--- src/rtl/gel_pkg.sv ---
package gel_pkg;
   localparam int ADDR_W = 2;

   typedef enum logic [ADDR_W-1:0] {
      REG_POL  = 2'd0,
      REG_LEN  = 2'd1,
      REG_STAT = 2'd2,
      REG_IEN  = 2'd3
   } gel_reg_e;
endpackage

--- src/rtl/gel_sync.sv ---
module gel_sync #(
   parameter int WIDTH  = 20,
   parameter int STAGES = 2
) (
   input  logic             clk,
   input  logic             rst_n,
   input  logic [WIDTH-1:0] raw_i,
   output logic [WIDTH-1:0] sync_o
);
   localparam int LAST = STAGES - 1;

   generate
      if (STAGES < 2) begin : g_bad_stages
         $error("gel_sync: STAGES must be at least 2");
      end
   endgenerate

   logic [WIDTH-1:0] stage_q [STAGES];

   always_ff @(posedge clk or negedge rst_n) begin
      if (!rst_n) begin
         for (int s = 0; s < STAGES; s++) stage_q[s] <= '0;
      end else begin
         stage_q[0] <= raw_i;
         for (int s = 1; s < STAGES; s++) stage_q[s] <= stage_q[s-1];
      end
   end

   assign sync_o = stage_q[LAST];
endmodule

--- src/rtl/gel_edge.sv ---
module gel_edge #(
   parameter int WIDTH = 20
) (
   input  logic             clk,
   input  logic             rst_n,
   input  logic [WIDTH-1:0] sync_i,
   input  logic [WIDTH-1:0] pol_q_i,
   input  logic [WIDTH-1:0] pol_d_i,
   output logic [WIDTH-1:0] edge_o
);
   // History is stored in the logical domain and is built with the polarity
   // that will be in force next cycle, so a polarity write reloads it.
   logic [WIDTH-1:0] hist_q;
   logic [WIDTH-1:0] logical_now;

   assign logical_now = sync_i ^ pol_q_i;

   always_ff @(posedge clk or negedge rst_n) begin
      if (!rst_n) hist_q <= '0;
      else        hist_q <= sync_i ^ pol_d_i;
   end

   assign edge_o = logical_now & ~hist_q;
endmodule

--- src/rtl/gel_regs.sv ---
module gel_regs
   import gel_pkg::*;
#(
   parameter int WIDTH = 20
) (
   input  logic              clk,
   input  logic              rst_n,
   input  logic [ADDR_W-1:0] addr,
   input  logic              wr_en,
   input  logic [WIDTH-1:0]  wr_data,
   input  logic [WIDTH-1:0]  edge_i,
   output logic [WIDTH-1:0]  pol_q,
   output logic [WIDTH-1:0]  pol_d,
   output logic [WIDTH-1:0]  len_q,
   output logic [WIDTH-1:0]  stat_q,
   output logic [WIDTH-1:0]  ien_q,
   output logic [WIDTH-1:0]  rd_data
);
   gel_reg_e         sel;
   logic [WIDTH-1:0] clr_mask;
   logic [WIDTH-1:0] stat_d;

   assign sel = gel_reg_e'(addr);

   always_comb begin
      pol_d = pol_q;
      if (wr_en && sel == REG_POL) pol_d = wr_data;
   end

   assign clr_mask = (wr_en && sel == REG_STAT) ? wr_data : '0;
   // A fresh capture overrides a clear of the same bit.
   assign stat_d   = (stat_q & ~clr_mask) | (edge_i & len_q);

   always_ff @(posedge clk or negedge rst_n) begin
      if (!rst_n) begin
         pol_q  <= '0;
         len_q  <= '0;
         stat_q <= '0;
         ien_q  <= '0;
      end else begin
         pol_q  <= pol_d;
         stat_q <= stat_d;
         if (wr_en && sel == REG_LEN) len_q <= wr_data;
         if (wr_en && sel == REG_IEN) ien_q <= wr_data;
      end
   end

   always_comb begin
      unique case (sel)
         REG_POL:  rd_data = pol_q;
         REG_LEN:  rd_data = len_q;
         REG_STAT: rd_data = stat_q;
         REG_IEN:  rd_data = ien_q;
      endcase
   end
endmodule

--- src/rtl/gpio_edge_latch.sv ---
module gpio_edge_latch
   import gel_pkg::*;
#(
   parameter int DATA_LINES   = 16,
   parameter int STROBE_LINES = 2,
   parameter int SYNC_STAGES  = 2,
   localparam int NUM_LINES   = DATA_LINES + STROBE_LINES + 2
) (
   input  logic                    clk,
   input  logic                    rst_n,
   input  logic [DATA_LINES-1:0]   data_in,
   input  logic [STROBE_LINES-1:0] strobe_in,
   input  logic                    ext_req_in,
   input  logic                    spare_in,
   input  logic [ADDR_W-1:0]       addr,
   input  logic                    wr_en,
   input  logic [NUM_LINES-1:0]    wr_data,
   output logic [NUM_LINES-1:0]    rd_data,
   output logic                    irq
);
   generate
      if (DATA_LINES < 1 || STROBE_LINES < 1) begin : g_bad_groups
         $error("gpio_edge_latch: every line group needs at least one line");
      end
      if (NUM_LINES > 32) begin : g_bad_width
         $error("gpio_edge_latch: at most 32 lines fit the register port");
      end
   endgenerate

   logic [NUM_LINES-1:0] raw_lines;
   logic [NUM_LINES-1:0] sync_lines;
   logic [NUM_LINES-1:0] edge_vec;
   logic [NUM_LINES-1:0] pol_q, pol_d, len_q, stat_q, ien_q;

   assign raw_lines = {spare_in, ext_req_in, strobe_in, data_in};

   gel_sync #(.WIDTH(NUM_LINES), .STAGES(SYNC_STAGES)) u_sync (
      .clk    (clk),
      .rst_n  (rst_n),
      .raw_i  (raw_lines),
      .sync_o (sync_lines)
   );

   gel_edge #(.WIDTH(NUM_LINES)) u_edge (
      .clk     (clk),
      .rst_n   (rst_n),
      .sync_i  (sync_lines),
      .pol_q_i (pol_q),
      .pol_d_i (pol_d),
      .edge_o  (edge_vec)
   );

   gel_regs #(.WIDTH(NUM_LINES)) u_regs (
      .clk     (clk),
      .rst_n   (rst_n),
      .addr    (addr),
      .wr_en   (wr_en),
      .wr_data (wr_data),
      .edge_i  (edge_vec),
      .pol_q   (pol_q),
      .pol_d   (pol_d),
      .len_q   (len_q),
      .stat_q  (stat_q),
      .ien_q   (ien_q),
      .rd_data (rd_data)
   );

   assign irq = |(stat_q & ien_q);
endmodule

--- config.mk ---
export PLATFORM = sky130hd
export DESIGN_NAME = gpio_edge_latch
export DESIGN_NICKNAME = d
export VERILOG_FILES = /design/src/rtl/gel_pkg.sv /design/src/rtl/gel_sync.sv /design/src/rtl/gel_edge.sv /design/src/rtl/gel_regs.sv /design/src/rtl/gpio_edge_latch.sv
export SDC_FILE = /design/constraint.sdc
export NUM_CORES = 1
export LEC_CHECK = 0
export ABC_CLOCK_PERIOD_IN_PS = 2250
export BUFFER_PORTS_ARGS = -buffer_cell sky130_fd_sc_hd__buf_2
export CELL_PAD_IN_SITES_DETAIL_PLACEMENT = 0
export CELL_PAD_IN_SITES_GLOBAL_PLACEMENT = 1
export CORE_MARGIN = 10
export CORE_UTILIZATION = 53
export CTS_CLUSTER_DIAMETER = 40
export DETAILED_ROUTE_END_ITERATION = 12
export PLACE_DENSITY = 0.86
export SKIP_LAST_GASP = 1
export SLEW_MARGIN = 20
export SYNTH_ARGS = -nofsm -noshare
export SYNTH_HDL_FRONTEND = slang
export SYNTH_HIERARCHICAL = 1
export SYNTH_SLANG_ARGS = --single-unit
--- constraint.sdc ---
create_clock -name clk -period 2.25 [get_ports clk]
set_input_delay 0.225 -clock clk [delete_from_list [all_inputs] [get_ports clk]]
set_output_delay 0.225 -clock clk [all_outputs]
set_load 0.03 [all_outputs]
# == Word level (Yosys, flattened, before mapping) ==
# Index checks and enable logic that the tools add are counted.
# word_totals
register_bits,140
inputBits,45
out_inout_bits,21
elab_cells,28
# classes
eq_ne,3
muxes,3
n_bitwise,9
reduce_logical,6
# op_table
op,n
20-bit AND,4
20-bit one-hot mux with 4 select lines,1
20-bit two-way mux,2
20-bit NOT,2
20-bit XOR,2
20-bit bitwise OR,1
20-bit OR reduction,1
2-bit equality test (second input constant),2
1-bit logical AND,4
2-bit by 1-bit equality test with 1-bit output (second input constant),1
2-bit logical NOT,1

# == Logic depth before layout (Yosys ltp) ==
# logic_depth
word_depth,6
depth_mapped,4
depth_no_buf,4

# == Hierarchy ==
# The synthesis kept the hierarchy.
# modules_own_cells
module,instances,cells_per_inst,area_each_um2,seq_area_each_um2
gel_regs,1,216,3842.4,2001.9
gel_sync,1,60,1151.1,1001.0
gel_edge,1,80,925.9,500.5
gpio_edge_latch,1,12,116.4,0.0

# == Worst setup path before layout ==
# OpenSTA, ideal clock, no wires.
# synth_timing
path_type,reg2out
from,reg u_regs.stat_q[2]
to,out irq
t_arrival_ns,1.232
required_ns,2.025
setup_slack_ns,0.793
path_stages_with_launch,5
path_buffers,0
cell_sequence,dfrtp_1 > a22o_1 > a221oi_2 > and3_1 > nand4_1
# synth_via
elab_chain_cells,2
# synth_rtl
item,line,source
"start, declared",gel_regs.sv:15,"output logic [WIDTH-1:0] stat_q,"
"start signal, assigned",gel_regs.sv:42,stat_q <= stat_d;
20-bit AND,gpio_edge_latch.sv:68,assign irq = |(stat_q & ien_q);
20-bit OR reduction,gpio_edge_latch.sv:68,
"end, declared",gpio_edge_latch.sv:19,output logic irq
# Every way passes these cells.

# == Worst setup path after layout ==
# Same ends and word-level chain as after synthesis.

==> flow_summary.toml <==
[status]
status = "finished, final reports clean"

[worst_setup_path]
critPathRequiredTime_ns = 2.03
worstPathArrival_ns = 1.87
critPathKind = "reg2out"
cp-end-kind = "primary output"
crit_path_start_kind = "register"
critPathMaxFanout = 4

[yosys]
synth_area_per_cell_um2 = 16.40
synth_top_family_by_area = "multiplexers"
synth.largest_area_cell = "dfrtp_1"
syn_area_um2 = 6036
synth-xor-area-share_pct = 5.804
synth_simple_gate_area_share_pct = 4.208
synthTopCellsByCount = "140 x dfrtp_1, 60 x mux2_4"
synth-main-ff-cell = "dfrtp_1"
synthMuxAreaShare_pct = 22.39
synth-edff-count = 0
synth_compound_area_share_pct = 5.037
synth_fa_ha_area_share_pct = 0
synth_async_sr_flop_share_pct = 100.0
syn_inst = 368
ys_seq_elements = 140
synth-seq-area-share_pct = 58.04
synth.net_count = 413
synth_cell_type_count = 21
synth_most_common_cell = "dfrtp_1"
yosys_warnings = 6
yosysTopAreaCellShare_pct = 58.04
yosys-top-cells-area = "dfrtp_1 58%, mux2_4 15%, mux4_2 7.5%"

[floorplanning]
die_x_um = 126.7
die_h_um = 126.7
dieArea_um2 = 16060
start_util_pct = 54.96
io_pins = 66
floorplan.rows = 38
core_um2 = 10980

[timing]
slew_headroom_pct = 66.53
rsz0062_at_grt = "false"
fin_worst_skew_ns = 0.005546
layout_min_cycle_time_ns = 2.091
slew_viol_final = 0
fmax_mhz = 478.2
fin_hold_ws_ns = 0.1001
timing.final.crit_share_pct = 92.94
setup_viol_count_final = 0
tns_ns = 0
worst_slew_pin_slew_ns = 0.5021
hold_viol = 0

[power]
cellPowerDensity_nw_per_um2 = 988.9
p_leak_nw = 3.244
p_total_mw = 7.121
ir_worst_vdd_v = 0.0007086

[placed_design]
gp_congestion = 0.7729
dp.cells = 554
port_buffers = 65
dp_hpwl_mm = 7.910

[route]
drc_errors = 0
first_pass_iters = 4
postRouteAntennaNets = 0
vias = 3234
wl_per_cell_um = 19.38
drt_iter0_drc = 233
vias_per_cell = 5.337
postRouteWirelength_mm = 11.75

[finish]
final_core_util_pct = 65.56
drive_gt1_share_pct = 41.20
final_cell_count_no_fill = 606
diodes = 0
final_nets = 499
area_delta_synth_final_pct = 19.30
fillerInstances = 784

[clocking]
cts_tree = "done"
htreeDepth = 4
cts.clk_slew.worst_paths_ns = 0.06
post-cts-setup-buffer-count = 0
root_buffer = "clkbuf_16"
cts.sinks = 140
cts-resized-gates = 0
cts_made_buffers = 17
insertion_delay_ns = 0.41
max-clock-path-buffers = 2

[flow_run]
maxCapViolations = 0

[global_routing]
grt_pass1_wl_mm = 19.51
grt_max_degree = 80
overflow = 0
grt_use_total_pct = 15.33
grt_pass1_vias = 3630
antenna_found_initial = 1

[worst_hold_path]
hp-class = "in2reg"
==> metrics by stage <==
| stage | setup WS, ns | area, um^2 |
|---|---|---|
| 2_1_floorplan | 0.7927 | 6036 |
| 3_3_place_gp | 0.4152 | 6411 |
| 3_5_place_dp | 0.3872 | 6411 |
| 4_1_cts | 0.1506 | 7201 |
| 5_1_grt | 0.06604 | 7201 |
| 6_report | 0.1589 | 7201 |
==> placed cells by master (no fill, tap or decap), drive strengths merged <==
master	n
dfrtp	140
buf	78
mux2	60
clkbuf	24
dlygate4sd3	21
xor2	20
xnor2	20
nor2	20
mux4	20
nor2b	20
a221o	20
a22o	4
clkinv	4
a221oi	4
a22oi	2
bufinv	2
nand3b	2
and3	1
nand4	1
clkinvlp	1
nor3b	1
nand3	1
==> power breakdown <==
group	total [mW]	switching, mW	leakage (nW)	internal, mW
logic	1.25	0.555	1.36	0.690
registers	3.16	0.276	1.60	2.88
clock network	2.72	0.983	0.286	1.73
total	7.12	1.81	3.24	5.31
==> layer usage <==
layer | part of all wire (%) | global-route usage, % | vias up
met2 | 46 | 22.14 | 69
met1 | 48 | 21.21 | 1672
met4 | 1.0 | 5.626 | 2
met3 | 4.4 | 4.831 | 16
met5 | 0.12 | 0 | -
li1 | - | - | 1475
==> sequential cells by signal (all words and copies together), names as in the netlist <==
| register | flops |
|---|---|
| u_regs/pol_q | 20 |
| u_sync/stage_q | 20 |
| u_sync/sync_o | 20 |
| u_edge/hist_q | 20 |
| u_regs/stat_q | 20 |
| u_regs/ien_q | 20 |
| u_regs/len_q | 20 |
==> cell type report <==
type | instances | area (um^2) | area share, %
Multi-Input combinational cell | 196 | 2266 | 31.47
Sequential cell | 140 | 3503 | 48.65
Tap cell | 140 | 175.2 | 2.433
Clock buffer | 24 | 491.7 | 6.829
Timing Repair Buffer | 99 | 676.9 | 9.401
Clock inverter | 7 | 87.58 | 1.216
==> kinds of logic (layout without fill, tap and decap cells) <==
family | Yosys count | after routing
xor+xnor | 40 | 40
compound gates | 30 | 30
mux | 80 | 80
buf+inv | 32 | 130
simple gates | 46 | 46
flops | 140 | 140
==> worst max-delay path, stage by stage, from the launching register on <==
cell	delay [ns]
dfrtp_1	0.41
a22o_1	0.30
a221oi_2	0.21
and3_1	0.19
nand4_1	0.13
buf_2	0.21
==> path summary, 6_finish.rpt <==
check / startpoint / to / cells after the start / slack, ns
setup / recovery: u_regs/stat_q[2] / irq / 5 / 0.16
min in group asynchronous: rst_n / u_sync/sync_o[15] / 2 / 0.22
setup reg to reg: u_regs/pol_q[18] / u_regs/stat_q[18] / 3 / 1.16
max in group asynchronous: rst_n / u_sync/stage_q[24] / 3 / 1.27
hold reg to reg: u_sync/stage_q[23] / u_sync/sync_o[3] / 0 / 0.34
hold / removal: wr_data[18] / u_regs/ien_q[18] / 2 / 0.10
==> repair_timing <==
action,4_1_cts,5_1_grt
endpoints found under the hold margin,40,0
setup endpoints to repair,0,0
hold buffers,21,0
(Power assumes the default switching activity.)
